[src/rtl/rxp_pkg.sv]
// Shared types for the receive descriptor ring poll controller.
package rxp_pkg;
    // Poll sequencer states: wait, fetch a descriptor, offer buffer, write status back.
    typedef enum logic [1:0] {
        SQ_IDLE  = 2'd0,
        SQ_FETCH = 2'd1,
        SQ_OFFER = 2'd2,
        SQ_WBACK = 2'd3
    } seq_state_e;
endpackage

[src/rtl/rxp_arm_reg.sv]
// Arm flag behind the command register.
// Any write sets it and a not-empty descriptor clears it. A low enable forces
// it clear and wins over both. Assumes the write strobe lasts one cycle per write.
module rxp_arm_reg (
    input  logic clk,
    input  logic rst_n,
    input  logic eth_en,
    input  logic wr,
    input  logic hw_clr,
    output logic active
);
    // Arm flag update: enable low > software write > hardware clear.
    always_ff @(posedge clk) begin
        if (!rst_n)       active <= 1'b0;
        else if (!eth_en) active <= 1'b0;
        else if (wr)      active <= 1'b1;
        else if (hw_clr)  active <= 1'b0;
    end


    wr_sets_chk: assert property (@(posedge clk) disable iff (!rst_n)
        (wr && eth_en) |=> active);

    en_low_clears_chk: assert property (@(posedge clk) disable iff (!rst_n)
        !eth_en |=> !active);

    hw_clear_chk: assert property (@(posedge clk) disable iff (!rst_n)
        (hw_clr && !wr && eth_en) |=> !active);
endmodule

[src/rtl/rxp_ring_ptr.sv]
// Ring pointer register.
// On each advance it either steps by one descriptor or returns to the ring base
// when the wrap flag is set. It is held at the base while the enable is low.
// Assumes the base stays constant while polling is enabled.
module rxp_ring_ptr #(
    parameter int AW         = 32,
    parameter int DESC_BYTES = 8
) (
    input  logic          clk,
    input  logic          rst_n,
    input  logic          eth_en,
    input  logic [AW-1:0] base,
    input  logic          adv,
    input  logic          wrap,
    output logic [AW-1:0] ptr
);
    localparam logic [AW-1:0] STEP = AW'(DESC_BYTES);

    // Pointer update: rewind on reset or disable, wrap or step on advance.
    always_ff @(posedge clk) begin
        if (!rst_n || !eth_en) ptr <= base;
        else if (adv)          ptr <= wrap ? base : ptr + STEP;
    end


    wrap_to_base_chk: assert property (@(posedge clk) disable iff (!rst_n)
        (eth_en && adv && wrap) |=> (ptr == $past(base)));

    step_chk: assert property (@(posedge clk) disable iff (!rst_n)
        (eth_en && adv && !wrap) |=> (ptr == $past(ptr) + STEP));

    rewind_chk: assert property (@(posedge clk) disable iff (!rst_n)
        !eth_en |=> (ptr == $past(base)));
endmodule

[src/rtl/rxp_seq.sv]
// Poll sequencer.
// It fetches one descriptor, then offers an empty one to the datapath, writes the
// cleared status back and asks the pointer to advance. A not-empty descriptor
// raises a hardware clear and the sequencer goes idle. Assumes the acknowledges
// arrive only while the matching request is high.
module rxp_seq
    import rxp_pkg::*;
#(
    parameter int SW        = 16,
    parameter int EMPTY_BIT = 15,
    parameter int WRAP_BIT  = 13
) (
    input  logic          clk,
    input  logic          rst_n,
    input  logic          eth_en,
    input  logic          active,
    input  logic          desc_ack,
    input  logic [SW-1:0] desc_status,
    input  logic          rx_done,
    input  logic          wb_ack,
    output logic          desc_req,
    output logic          rx_buf_valid,
    output logic          wb_req,
    output logic [SW-1:0] wb_data,
    output logic          hw_clr,
    output logic          adv,
    output logic          wrap
);
    localparam logic [SW-1:0] EMPTY_MASK = SW'(1) << EMPTY_BIT;

    seq_state_e    state_q, state_d;
    logic [SW-1:0] held_q;

    // Next-state decode for the fetch/offer/write-back cycle.
    always_comb begin
        state_d = state_q;
        unique case (state_q)
            SQ_IDLE:  if (active) state_d = SQ_FETCH;
            SQ_FETCH: if (desc_ack)
                          state_d = desc_status[EMPTY_BIT] ? SQ_OFFER : SQ_IDLE;
            SQ_OFFER: if (rx_done) state_d = SQ_WBACK;
            SQ_WBACK: if (wb_ack)  state_d = SQ_FETCH;
            default:               state_d = SQ_IDLE;
        endcase
        if (!eth_en) state_d = SQ_IDLE;
    end

    // State register.
    always_ff @(posedge clk) begin
        if (!rst_n) state_q <= SQ_IDLE;
        else        state_q <= state_d;
    end

    // Capture the fetched status word for the write-back.
    always_ff @(posedge clk) begin
        if (!rst_n)                              held_q <= '0;
        else if (state_q == SQ_FETCH && desc_ack) held_q <= desc_status;
    end

    assign desc_req     = (state_q == SQ_FETCH);
    assign rx_buf_valid = (state_q == SQ_OFFER);
    assign wb_req       = (state_q == SQ_WBACK);
    assign wb_data      = held_q & ~EMPTY_MASK;
    assign hw_clr       = desc_req && desc_ack && !desc_status[EMPTY_BIT];
    assign adv          = wb_req && wb_ack;
    assign wrap         = held_q[WRAP_BIT];


    one_phase_chk: assert property (@(posedge clk) disable iff (!rst_n)
        $onehot0({desc_req, rx_buf_valid, wb_req}));

    offer_after_empty_chk: assert property (@(posedge clk) disable iff (!rst_n)
        (desc_req && desc_ack && desc_status[EMPTY_BIT] && eth_en) |=> rx_buf_valid);

    wb_after_done_chk: assert property (@(posedge clk) disable iff (!rst_n)
        (rx_buf_valid && rx_done && eth_en) |=> wb_req);
endmodule

[src/rtl/rx_ring_poller.sv]
// Top level of the receive descriptor ring poll controller.
// It joins the arm register, the ring pointer and the poll sequencer, and forms
// the 32-bit command readback. Assumes one outstanding access on each memory port.
module rx_ring_poller #(
    parameter int AW         = 32,
    parameter int SW         = 16,
    parameter int DESC_BYTES = 8,
    parameter int EMPTY_BIT  = 15,
    parameter int WRAP_BIT   = 13,
    parameter int ARM_BIT    = 24
) (
    input  logic          clk,
    input  logic          rst_n,
    input  logic          eth_en,
    input  logic [AW-1:0] ring_base,
    input  logic          cmd_wr,
    input  logic [31:0]   cmd_wdata,
    output logic [31:0]   cmd_rdata,
    output logic          desc_req,
    output logic [AW-1:0] desc_addr,
    input  logic          desc_ack,
    input  logic [SW-1:0] desc_status,
    output logic          rx_buf_valid,
    output logic [AW-1:0] rx_buf_addr,
    input  logic          rx_done,
    output logic          wb_req,
    output logic [AW-1:0] wb_addr,
    output logic [SW-1:0] wb_data,
    input  logic          wb_ack
);
    logic          active;
    logic          hw_clr;
    logic          adv;
    logic          wrap;
    logic [AW-1:0] ptr;
    logic          unused_wdata;

    assign unused_wdata = ^cmd_wdata;

    rxp_arm_reg u_arm (
        .clk    (clk),
        .rst_n  (rst_n),
        .eth_en (eth_en),
        .wr     (cmd_wr),
        .hw_clr (hw_clr),
        .active (active)
    );

    rxp_ring_ptr #(.AW(AW), .DESC_BYTES(DESC_BYTES)) u_ptr (
        .clk    (clk),
        .rst_n  (rst_n),
        .eth_en (eth_en),
        .base   (ring_base),
        .adv    (adv),
        .wrap   (wrap),
        .ptr    (ptr)
    );

    rxp_seq #(.SW(SW), .EMPTY_BIT(EMPTY_BIT), .WRAP_BIT(WRAP_BIT)) u_seq (
        .clk          (clk),
        .rst_n        (rst_n),
        .eth_en       (eth_en),
        .active       (active),
        .desc_ack     (desc_ack),
        .desc_status  (desc_status),
        .rx_done      (rx_done),
        .wb_ack       (wb_ack),
        .desc_req     (desc_req),
        .rx_buf_valid (rx_buf_valid),
        .wb_req       (wb_req),
        .wb_data      (wb_data),
        .hw_clr       (hw_clr),
        .adv          (adv),
        .wrap         (wrap)
    );

    // Readback: only the arm flag is visible.
    always_comb begin
        cmd_rdata          = '0;
        cmd_rdata[ARM_BIT] = active;
    end

    assign desc_addr   = ptr;
    assign rx_buf_addr = ptr;
    assign wb_addr     = ptr;


    idle_when_disarmed_chk: assert property (@(posedge clk) disable iff (!rst_n)
        !active |-> !(desc_req || rx_buf_valid || wb_req));

    fetch_needs_enable_chk: assert property (@(posedge clk) disable iff (!rst_n)
        desc_req |-> (active && $past(eth_en)));

    collide_keeps_chk: assert property (@(posedge clk) disable iff (!rst_n)
        (hw_clr && cmd_wr && eth_en) |=> active);
endmodule

[config.mk]
export PLATFORM = sky130hd
export DESIGN_NAME = rx_ring_poller
export DESIGN_NICKNAME = d
export VERILOG_FILES = /design/src/rtl/rxp_pkg.sv /design/src/rtl/rxp_arm_reg.sv /design/src/rtl/rxp_ring_ptr.sv /design/src/rtl/rxp_seq.sv /design/src/rtl/rx_ring_poller.sv
export SDC_FILE = /design/constraint.sdc
export NUM_CORES = 1
export LEC_CHECK = 0
export BUFFER_PORTS_ARGS = -buffer_cell sky130_fd_sc_hd__buf_2
export CORE_MARGIN = 10
export CORE_UTILIZATION = 39
export CTS_BUF_LIST = sky130_fd_sc_hd__clkbuf_2 sky130_fd_sc_hd__clkbuf_4 sky130_fd_sc_hd__clkbuf_8
export CTS_CLUSTER_DIAMETER = 120
export DETAILED_ROUTE_END_ITERATION = 12
export GPL_TIMING_DRIVEN = 1
export MAX_ROUTING_LAYER = met4
export PLACE_DENSITY = 0.8
export RECOVER_POWER = 50
export SYNTH_ARGS = -nofsm -noshare
export SYNTH_HDL_FRONTEND = slang
export SYNTH_SLANG_ARGS = --single-unit
[constraint.sdc]
create_clock -name clk -period 1.9 [get_ports clk]
set_clock_uncertainty 0.2 [all_clocks]
set_input_delay 0.38 -clock clk [delete_from_list [all_inputs] [get_ports clk]]
set_output_delay 0.38 -clock clk [all_outputs]
set_load 0.05 [all_outputs]
# [Yosys cells after proc, flatten, opt, wreduce, memory -nomap -nowiden]
# Cells that the tools add are included.
[word_totals] reg_bits=50 input_bits=87 output_inout_bits=147 elab_cells=35
[classes] addsub=1 n_eq_ne=7 muxes=11 reduce_logical=12
[op_table] operator="2-to-1 mux 32 bit" count=3
[op_table] operator="adder 32 x 4 -> 32 bit (second input constant)" count=1
[op_table] operator="2-to-1 mux 2 bit" count=5
[op_table] operator="one-hot mux 2 bit (4 select lines)" count=1
[op_table] operator="equality test 2 bit (second input constant)" count=2
[op_table] operator="!= test 2 x 1 -> 1 bit (second input constant)" count=2
[op_table] operator="!= test 2 bit (second input constant)" count=2
[op_table] operator="AND reduction 4 bit" count=1
[op_table] operator="nonzero test 2 bit" count=2
[op_table] operator="logical AND 1 bit" count=3
[op_table] operator="logical NOT 1 bit" count=3
[op_table] operator="equality test 2 x 1 -> 1 bit (second input constant)" count=1
[op_table] operator="logical NOT 2 bit" count=1
[op_table] operator="2-to-1 mux 1 bit" count=2
[op_table] operator="AND reduction 2 bit" count=1
[op_table] operator="logical OR 1 bit" count=1

# [Logic depth before layout (Yosys ltp)]
# Gate-level depths: netlist of run 1.
[logic_depth] ltp_word=5 ltp_mapped=7 depth_no_buf=7

# [Cells and area by module]
# Synthesis of run 1 repeated with hierarchy kept, for this count alone.
[unflattened] hier_cells=388 area_unflattened_um2=3510.9
[modules_own_cells] module="rxp_ring_ptr" n_inst=1 cells_each=195 area_each_um2=1915.6 seq_area_each_um2=960.9
[modules_own_cells] module="rxp_seq" n_inst=1 cells_each=93 area_each_um2=834.6 seq_area_each_um2=340.3
[modules_own_cells] module="rx_ring_poller" n_inst=1 cells_each=97 area_each_um2=724.4 seq_area_each_um2=0.0
[modules_own_cells] module="rxp_arm_reg" n_inst=1 cells_each=3 area_each_um2=36.3 seq_area_each_um2=20.0

# [Worst setup path after synthesis of run 1]
# No wires, ideal clock.
[synth_path] path_kind="register -> register" start="register u_seq.state_q[0]" end="register u_ptr.ptr[0] (enable)" setup_time_ns=0.304 arrival_ns=1.887 t_required_ns=1.396 slack_ns=-0.491 path_stages_with_launch=4 n_path_buf=0 period_less_slack_ns=2.391 cell_sequence="dfxtp_1 ha_1 a21o_1 and2_1"
[synth_via] elab_chain_cells=3
[synth_lines] item="start: declaration" line="rxp_seq.sv:31" rtl="seq_state_e state_q, state_d;"
[synth_lines] item="start signal: assignment" line="rxp_seq.sv:51" rtl="else state_q <= state_d;"
[synth_lines] item="equality test 2 bit" line="rxp_seq.sv:62" rtl="assign wb_req = (state_q == SQ_WBACK);"
[synth_lines] item="via wb_req" line="rx_ring_poller.sv:26" rtl="output logic wb_req,"
[synth_lines] item="logical AND 1 bit" line="rxp_seq.sv:65" rtl="assign adv = wb_req && wb_ack;"
[synth_lines] item="nonzero test 2 bit (no source line)"
[synth_lines] item="end signal: assignment" line="rxp_ring_ptr.sv:21" rtl="if (!rst_n || !eth_en) ptr <= base;"
[synth_lines] item="end signal: assignment" line="rxp_ring_ptr.sv:22" rtl="else if (adv) ptr <= wrap ? base : ptr + STEP;"
[synth_lines] item="end: declaration" line="rxp_ring_ptr.sv:15" rtl="output logic [AW-1:0] ptr"
# The timed path passes the listed nets, and every way through them passes these cells.
# A chain may end at the register's enable or synchronous reset.

# [Final worst setup path of run 1]
[layout_path] start="register u_ptr.ptr[19]" end="register u_ptr.ptr[26] (data pin)"
[layout_via] elab_chain_cells=4
[layout_lines] item="adder 32 x 4 -> 32 bit" line="rxp_ring_ptr.sv:22"
[layout_lines] item="2-to-1 mux 32 bit (2 in a row)" line="rxp_ring_ptr.sv:22"
[layout_lines] item="2-to-1 mux 32 bit" line="rxp_ring_ptr.sv:21"
# Every way passes these cells. The select of a mux whose other input is x is not followed.

==> results of run 1 <==
cell type report:
cell class                      count  area, um^2
Timing Repair Buffer              211        1170
Multi-Input combinational cell    234        1520
Clock inverter                      1        30.0
Inverter                           10        37.5
Fill cell                         801        4050
Sequential cell                    50        1320
Tap cell                          105         131
Clock buffer                        7        90.1
through the flow:
step	TNS, ns	util, %	cell area (um^2)
6_report	-0.0186	51.5	4300
2_1_floorplan	-4.93	-	3630
3_3_place_gp	0	49.4	4120
3_5_place_dp	-0.00900	49.4	4120
4_1_cts	0	51.0	4250
5_1_grt	-0.459	51.5	4300
registers in the layout, summed over array words and instances (netlist names):
signal	cells
u_arm.active	1
u_seq.held_q	15
u_ptr.ptr	32
u_seq.state_q	2
power by group through the flow:
stage | sequential [uW] | combinational, uW | clock [uW]
after detailed placement | 1330 | 1560 | 0
final | 1310 | 1560 | 801
after CTS | 1300 | 1560 | 823
after floorplan | 1620 | 1070 | 0
after global placement | 1320 | 1550 | 0
after global routing | 1320 | 1640 | 861
timing repair:
item / in CTS / in global routing
setup buffers: 0 / 2
gates cloned: 0 / 0
pin swaps: 1 / 7
gates resized for setup: 3 / 13
endpoints found under the setup margin: 4 / 13
critical path, cell delays in order (launching register included):
cell and delay [ns]:
edfxtp_1 0.38, and4_4 0.26, nand4_4 0.16, buf_12 0.19, nor4_4 0.26, xnor2_1 0.15
o21ai_1 0.07
worst max-delay path by stage:
| stage | endpoint | startpoint | depth (start not counted) |
|---|---|---|---|
| global placement | u_ptr.ptr[28] | u_ptr.ptr[19] | 6 |
| floorplan | u_ptr.ptr[31] | u_ptr.ptr[16] | 5 |
| detailed placement | u_ptr.ptr[21] | u_ptr.ptr[4] | 6 |
| CTS | u_ptr.ptr[21] | u_ptr.ptr[3] | 6 |
| finish | u_ptr.ptr[26] | u_ptr.ptr[19] | 6 |
| global route | u_ptr.ptr[26] | u_ptr.ptr[16] | 6 |
placed cells by master (no fill, tap or decap), drive strengths merged:
master	n
nand3	11
nand4	6
clkbuf	58
nor2	4
buf	160
dfxtp	18
inv	10
a21boi	15
and2	5
and4	2
nand2b	1
a21oi	2
mux2	2
bufinv	1
a21o	2
xnor2	21
o21ai	28
o22ai	1
edfxtp	32
or2	1
a211oi	1
nand2	68
ha	5
nor4	6
xor2	6
and3	4
nor3	9
or3	1
conb	32
a221oi	1
metal layers:
metal / global-route usage (%) / vias up / wire length, um / part of all wire [%]
li1: - / 1401 / - / -
met1: 15.8 / 1314 / 3680 / 38
met2: 25.8 / 151 / 4890 / 51
met3: 4.86 / 4 / 1030 / 11
met4: 2.54 / 0 / 54 / 0.56
met5: - / - / 0 / 0
cells by family (layout without fill, tap and decap cells):
| family | Yosys count | after routing | synth area share, % |
|---|---|---|---|
| buffers and inverters | 122 | 229 | 24.5 |
| and+or+nand+nor | 118 | 118 | 18.0 |
| AOI/OAI and AO/OA | 50 | 50 | 8.96 |
| DFF | 50 | 50 | 38.9 |
| xor gates and xnor gates | 27 | 27 | 6.97 |
| adders and majority gates | 5 | 5 | 1.84 |
| muxes | 2 | 2 | 0.664 |
| other | 1 | 32 | 0.111 |
==> impl_results.md, run 1 <==
- Initial core utilization: 40.7%
- Port-buffer cells: 169
- Number of global-route vias before repair: ~3.1k
- Worst hold slack: between 0.1 and 0.15 ns
- Hold-fix buffers at CTS: 0
- DRT Pass-1 Iters: 6
- Layout cell share with drive strength beyond 1: 44.8%
- Crit Reg-Reg Startpoint: u_ptr.ptr[19]
- First-pass GRT wire length: 15.2 mm
- Sequential area share after synthesis: between 30% and 40%
- Mapped Cells: around 380
- Synth warn: 0
- CTS H-tree depth: 2
- CP Class: flip-flop to flip-flop
- Clock transition at path regs: roughly 0.1 ns
- Mean post-synth cell area: slightly above 9 um^2
- Dominant cells by area after synthesis: edfxtp_1, buf_4, dfxtp_1, nand2_1, xnor2_1
- Synth Flop Type: edfxtp_1
- Outcome: finished, violations left
- Crit path max fanout: 6
- RSZ-0062 raised after global routing: true
- Critical Path Sink Type: flip-flop
- Grt ovf: 0
- Max-slew violations: 0
- R2R depth: 6
- Lkg Pwr: between 0.0015 and 0.002 uW
- DRC viols: 0
- GRT Total Usage: between 10% and 20%
- Row cnt: 33
- Layout Nets: 604
- Worst hold path class: input pin to flip-flop
- Post-synth top cells: buf_4, nand2_1, edfxtp_1, xnor2_1, dfxtp_1
- Clock Latency Late Sink: 0.31 ns
- Synth cell types: 36
- Final wirelength: between 9 and 10 mm
- Number of flops mapped to enable cells by yosys: 32
- Core box area: ~8300 um^2
- Fmax: 521 MHz
- Clock period minus worst slack: roughly 1.9 ns
- Failing checks: setup timing
- Post-route insts no fill: 618
- Power Dens Cells: approximately 850 nW/um^2
- Final setup fails: 1
- Slew headroom: a little under 60%
- Worst-case clock buffer depth: 2
- Peak supply drop: 0.332 mV
- Post-DRT Antenna Nets: 0
- DP Worst Slack: -0.00900 ns
- Register share of total power: around 36%
- Die Span Y: 113 um
- Largest area contributor in the netlist: edfxtp_1
- Yosys reg bits: 50
- Cell area after synthesis: 3390 um^2
- Clk sinks: 50
- Clock power frac: 21.9%
- HPWL Detailed: 8.04 mm
- Worst Hold End: u_arm.active
- Area Overhead vs Synth: 26.6%
- Pint: 2040 uW
- Wirelength per Cell: 15.6 um
- Diodes inserted: 0
- DIE WIDTH: 113 um
- CP Launch Type: flip-flop
- Area of the die: 12800 um^2
- Hold Fails Final Rpt: 0
- Switching Power: 1620 uW
- Ports: approximately 230
- Routed vias/inst: 4.64
- Gate power share: between 40% and 50%
- TritonCTS clock tree: yes
- WHS Path Cells: 3
- Reg2reg setup slack: -0.02 ns
- Synth top area share: 28.3%
- Largest net degree at the start of global routing: 30
- Sw Ratio: 44.3%
- DP Cell Count: 608
- Power Total: between 3000 and 4000 uW
- Post-route setup slack: -0.0186 ns
- Slew @ Worst Pin: about 0.63 ns
- Count leader, synth: buf_4
- Critical path arrival: between 1.5 and 2 ns
- Placer congestion estimate: 0.776
- Hold path start: cmd_wr
- R2r endpoint: u_ptr.ptr[26]
- Max-cap viol count: 0
- Data required, critical path: 1.76 ns
- Crit share post-route: 101%
- Ys async rst share: 0%
- Num CTS Buffers: 5
- Initial antenna violation count: 0
- CTS root buffer: clkbuf_8
- Vias after detailed routing: approximately 2.9k
- DRT iter0 DRCs: 100
No activity file was read; power rests on OpenSTA's default activity.
==> run 2, diff against run 1 <==
--- a/config.mk
+++ b/config.mk
@@ -5,15 +5,16 @@
 export SDC_FILE = /design/constraint.sdc
 export NUM_CORES = 1
 export LEC_CHECK = 0
+export ABC_CLOCK_PERIOD_IN_PS = 2000
 export BUFFER_PORTS_ARGS = -buffer_cell sky130_fd_sc_hd__buf_2
 export CORE_MARGIN = 10
-export CORE_UTILIZATION = 39
+export CORE_UTILIZATION = 43
 export CTS_BUF_LIST = sky130_fd_sc_hd__clkbuf_2 sky130_fd_sc_hd__clkbuf_4 sky130_fd_sc_hd__clkbuf_8
 export CTS_CLUSTER_DIAMETER = 120
 export DETAILED_ROUTE_END_ITERATION = 12
 export GPL_TIMING_DRIVEN = 1
 export MAX_ROUTING_LAYER = met4
-export PLACE_DENSITY = 0.8
+export PLACE_DENSITY = 0.84
 export RECOVER_POWER = 50
 export SYNTH_ARGS = -nofsm -noshare
 export SYNTH_HDL_FRONTEND = slang
==> constraint.sdc (replaced) <==
create_clock -name clk -period 2 [get_ports clk]
set_clock_uncertainty 0.2 [all_clocks]
set_input_delay 0.4 -clock clk [delete_from_list [all_inputs] [get_ports clk]]
set_output_delay 0.4 -clock clk [all_outputs]
set_load 0.05 [all_outputs]
==> run 2 against run 1 <==
- the run now ends clean
- total power decreased by 9.5%
- largest power group unchanged
- sequential cell count unchanged
- clock power decreased by 22%
- global-route usage increased by 0.56 points
- critical path depth unchanged
- worst setup slack improved by 0.13 ns
- utilization increased by 2.4 points
- largest cell class unchanged
==> impl_results.md, run 2 (synthesized netlist as in run 1, its figures left out) <==
- Crit path max fanout: 3
- Peak supply drop: roughly 0.34 mV
- CP cell instances: ha_4 > nand2_4 > or3_4 > nor3_2 > xnor2_1 > o21ai_1
- Lkg Pwr: 0.00183 uW
- Worst hold path class: input pin to flip-flop
- Critical Path Sink Type: flip-flop
- Register with the most flip-flops: u_ptr.ptr
- Post-route setup slack: 0.107 ns
- Most frequent cells in the layout: buf_2, nand2_1, conb_1, buf_4, edfxtp_1
- Num CTS Buffers: 5
- Diodes inserted: 0
- Layout cell share with drive strength beyond 1: ~43%
- Core box area: 7690 um^2
- CTS root buffer: clkbuf_8
- Pint: 1780 uW
- Layout Nets: between 500 and 600
- Initial core utilization: 44.1%
- Initial antenna violation count: 0
- Gate power share: 43.5%
- Post-route insts no fill: 608
- CTS H-tree depth: 2
- Final setup fails: 0
- Placer congestion estimate: 0.822
- Most common cell after layout, fill and taps aside: buf_2
- Ports: 234
- CP Launch Type: flip-flop
- Max-cap viol count: 0
- DP Cell Count: 596
- Critical path arrival: 1.76 ns
- Clk sinks: 50
- Register share of total power: 37.7%
- Area of the die: 11800 um^2
- Slowest stage delay, CP: approximately 0.45 ns
- DIE WIDTH: 109 um
- Largest regs: u_ptr.ptr x32, u_seq.held_q x15, u_seq.state_q x2
- CP Class: flip-flop to flip-flop
- HPWL Detailed: 7.80 mm
- Row cnt: 32
- Final wirelength: 9.24 mm
- GRT Total Usage: 15.2%
- Clock period minus worst slack: 1.89 ns
- First-pass GRT wire length: approximately 14 mm
- Die Span Y: roughly 110 um
- Clock Latency Late Sink: 0.30 ns
- Data required, critical path: approximately 1.9 ns
- Power Total: between 3000 and 4000 uW
- DRT Pass-1 Iters: 4
- TritonCTS clock tree: yes
- Wirelength per Cell: 15.2 um
- Fmax: 528 MHz
- Worst-case clock buffer depth: 2
- DRT iter0 DRCs: between 40 and 50
- Power Dens Cells: roughly 800 nW/um^2
- Largest net degree at the start of global routing: 26
- Routed vias/inst: 4.55
- Clock power frac: 18.8%
- Crit share post-route: 94.6%
- Max-slew violations: 0
- Area Overhead vs Synth: 22.1%
- Multi-input gate area: 1480 um^2
- Slew @ Worst Pin: 0.798 ns
- Vias after detailed routing: 2765
- Largest register FFs: 32
- Switching Power: 1530 uW
- DP Worst Slack: 0.0231 ns
- Outcome: completed
- DRC viols: 0
- Crit path max-delay cell type: edfxtp_1
- Grt ovf: 0
- Fillers: 751
- Clock transition at path regs: 0.10 ns
- Number of global-route vias before repair: 2899
- Hold Fails Final Rpt: 0
- Post-DRT Antenna Nets: 0
- Port-buffer cells: between 150 and 200
- Sequential cell area: 1320 um^2
- Worst hold slack: 0.120 ns
- Slew headroom: 46.8%
- Sw Ratio: between 40% and 50%
-- run 2: cell types whose count changed in the layout (fill, tap and decap cells not counted), sizes merged --
cell      previous run  this run
bufinv               1         0
clkinvlp             0         1
buf                160       169
clkbuf              58        41
clkinv               0         1
-- run 2: per-layer routing --
layer / vias to the layer above / track usage, % / part of all wire, %
met1: 1232 / 15.7 / 40
met5: - / - / 0
met2: 142 / 27.5 / 50
met3: 8 / 4.78 / 9.4
met4: 0 / 3.58 / 0.80
li1: 1383 / - / -
-- run 2: power by group through the flow --
stage	sequential [uW]	combinational (uW)	clock, uW
detailed placement	1270	1450	0
CTS	1250	1450	646
floorplan	1540	1020	0
global placement	1270	1440	0
global route	1260	1520	680
finish	1250	1440	623
-- run 2: worst max-delay path, delay by kind of cell, from the launching register on --
| kind | cells | cell delay [ns] |
|---|---|---|
| compound gates | 1 | 0.07 |
| xor+xnor | 1 | 0.14 |
| fa+ha+maj | 1 | 0.20 |
| flops | 1 | 0.45 |
| simple gates | 3 | 0.60 |
-- run 2: timing repair --
action | CTS | global route
setup buffers | 0 | 4
hold buffers | 0 | 0
endpoints found under the setup margin | 0 | 6
gates resized for setup | 0 | 5
-- run 2: worst paths after layout --
check                        start                to  slack [ns]  depth (start not counted)
setup reg to reg      u_ptr.ptr[3]     u_ptr.ptr[19]        0.11                          6
setup / recovery      u_ptr.ptr[3]     u_ptr.ptr[19]        0.11                          6
hold reg to reg   u_seq.held_q[12]  u_seq.held_q[12]        0.27                          2
hold / removal              cmd_wr      u_arm.active        0.12                          3
-- run 2: final cells by class --
cell class	instances	area share, %
tap	102	3.08
timing repair buffer	204	26.2
clock buffer	6	1.99
inverter	10	0.906
multi-input combinational	234	35.6
sequential	50	31.9
clock inverter	2	0.302
-- run 2: per-stage QoR --
| step | TNS [ns] | util (%) | area (um^2) |
|---|---|---|---|
| floorplan | -2.95 | - | 3630 |
| global placement | 0 | 52.7 | 4050 |
| detailed placement | 0 | 52.7 | 4050 |
| CTS | 0 | 53.9 | 4140 |
| global route | -0.00566 | 53.9 | 4140 |
| finish | 0 | 53.9 | 4140 |
==> run 3, diff against run 2 <==
--- a/config.mk
+++ b/config.mk
@@ -8,13 +8,13 @@
 export ABC_CLOCK_PERIOD_IN_PS = 2000
 export BUFFER_PORTS_ARGS = -buffer_cell sky130_fd_sc_hd__buf_2
 export CORE_MARGIN = 10
-export CORE_UTILIZATION = 43
+export CORE_UTILIZATION = 40
 export CTS_BUF_LIST = sky130_fd_sc_hd__clkbuf_2 sky130_fd_sc_hd__clkbuf_4 sky130_fd_sc_hd__clkbuf_8
 export CTS_CLUSTER_DIAMETER = 120
 export DETAILED_ROUTE_END_ITERATION = 12
 export GPL_TIMING_DRIVEN = 1
 export MAX_ROUTING_LAYER = met4
-export PLACE_DENSITY = 0.84
+export PLACE_DENSITY = 0.79
 export RECOVER_POWER = 50
 export SYNTH_ARGS = -nofsm -noshare
 export SYNTH_HDL_FRONTEND = slang
==> run 3 against run 2 <==
- sequential cell count unchanged
- first-iteration DRC count increased by 52%
- critical path type unchanged
- die area increased by 6.1%
- maximum frequency decreased by 1.6%
- highest routed layer unchanged
- clock power increased by 16%
- global-route usage decreased by 0.62 points
- register-to-register slack got worse by 0.03 ns
- non-clock buffer count decreased by 3
- combinational power about the same
==> impl_results.md, run 3 (synthesized netlist as in run 1, its figures left out) <==
- Max-cap viol count: 0
- Hold path start: cmd_wr
- Data required, critical path: 1.85 ns
- Grt ovf: 0
- Crit share post-route: slightly below 100%
- Fmax: 520 MHz
- Final Util: roughly half
- Diodes inserted: 0
- CP Class: flip-flop to flip-flop
- RSZ-0062 raised after global routing: true
- Layout cell share with drive strength beyond 1: 41.7%
- GRT Total Usage: 14.6%
- Critical path arrival: 1.78 ns
- Post-DRT Antenna Nets: 0
- Peak supply drop: 0.312 mV
- CTS root buffer: clkbuf_8
- DP Worst Slack: 0.0548 ns
- Row cnt: 33
- Crit path from: u_ptr.ptr[12]
- DRC viols: 0
- R2r endpoint: u_ptr.ptr[24]
- Routed vias/inst: 4.58
- First-pass GRT wire length: 14.9 mm
- Clk sinks: 50
- Ports: roughly 230
- Largest register FFs: 32
- Num CTS Buffers: 5
- Placer congestion estimate: 0.815
- Clock Latency Late Sink: 0.31 ns
- Initial core utilization: 41.3%
- Most common cell after layout, fill and taps aside: buf_2
- Critical Path Sink Type: flip-flop
- Worst hold slack: 0.128 ns
- Area Overhead vs Synth: 21.3%
- Port-buffer cells: roughly 170
- Largest regs: u_ptr.ptr x32, u_seq.held_q x15, u_seq.state_q x2
- Wirelength per Cell: 15.5 um
- Layout Nets: 594
- DRT Pass-1 Iters: 4
- DIE WIDTH: 112 um
- Register with the most flip-flops: u_ptr.ptr
- Post-DP Area: ~4000 um^2
- Outcome: completed
- CTS H-tree depth: 2
- Final wirelength: 9.44 mm
- Power Dens Cells: 827 nW/um^2
- Initial antenna violation count: 0
- Post-route setup slack: about 0.076 ns
- HPWL Detailed: 7.92 mm
- Slew headroom: 58.0%
- Max-slew violations: 0
- Area of the die: 12600 um^2
- Final setup fails: 0
- Reg2reg setup slack: 0.08 ns
- Core box area: 8220 um^2
- Slew @ Worst Pin: 0.632 ns
- Worst-case clock buffer depth: 2
- Crit path max fanout: 8
- Vias after detailed routing: 2782
- Largest net degree at the start of global routing: 30
- Final instance area: 4120 um^2
- Post-CTS setup buffer count: 0
- Fin Setup TNS: 0 ns
- Lkg Pwr: 0.00183 uW
- Worst hold path class: input pin to flip-flop
- CP Launch Type: flip-flop
- Hold Fails Final Rpt: 0
- DRT iter0 DRCs: 70
- Crit Reg-Reg Startpoint: u_ptr.ptr[12]
- WHS Path Cells: 3
- R2R depth: 6
- TritonCTS clock tree: yes
- Clock transition at path regs: 0.10 ns
- Die Span Y: between 100 and 150 um
- Number of global-route vias before repair: 3021
- Clock period minus worst slack: ~1.9 ns
- Most frequent cells in the layout: buf_2, nand2_1, conb_1, edfxtp_1, buf_4
- Worst Hold End: u_arm.active
-- run 3: per-stage QoR --
| step | instances | power, uW |
|---|---|---|
| 2_1_floorplan | 406 | 2560 |
| 3_3_place_gp | 600 | 2710 |
| 3_5_place_dp | 600 | 2730 |
| 4_1_cts | 608 | 3450 |
| 5_1_grt | 608 | 3540 |
| 6_report | 608 | 3400 |
-- run 3: layout make-up --
cell class,count,area [um^2]
Fill cell,830,4100
Multi-Input combinational cell,234,1470
Sequential cell,50,1320
Timing Repair Buffer,201,1050
Tap cell,105,131
Clock buffer,5,68.8
Clock inverter,3,40.0
Inverter,10,37.5
-- run 3: how the worst max path moves through the flow --
stage                                to  slack (ns)  cells past startpoint
after floorplan           u_ptr.ptr[31]       -0.25                      5
after global placement    u_ptr.ptr[29]        0.09                      5
after detailed placement  u_ptr.ptr[29]        0.05                      5
after CTS                 u_ptr.ptr[29]        0.02                      5
after global routing      u_ptr.ptr[24]       -0.05                      6
final                     u_ptr.ptr[24]        0.08                      6
-- run 3: where the power goes --
part / switching [uW] / internal [uW] / total [uW]
registers: 63.9 / 1180 / 1250
clock network: 352 / 368 / 720
logic: 1120 / 309 / 1430
total: 1540 / 1860 / 3400
-- run 3: layer usage --
metal	vias to the layer above	share of wire [%]	track usage, %	routed length (um)
met4	0	0.87	2.79	82
met2	130	50	25.3	4680
li1	1374	-	-	-
met3	7	9.1	5.22	858
met1	1271	40	15.8	3820
met5	-	0	-	0
-- run 3: what timing repair did --
item                                    4_1_cts  5_1_grt
endpoints found under the hold margin         0        0
endpoints found under the setup margin        0        6
hold buffers                                  0        0
resized for setup                             0        2
-- run 3: worst max-delay path, cell delays in order (launching register included) --
cell and delay [ns]:
edfxtp_1 0.37, and3_4 0.24, nand4_4 0.20, buf_4 0.21, nor3_1 0.23, xnor2_1 0.15, o21ai_1 0.07
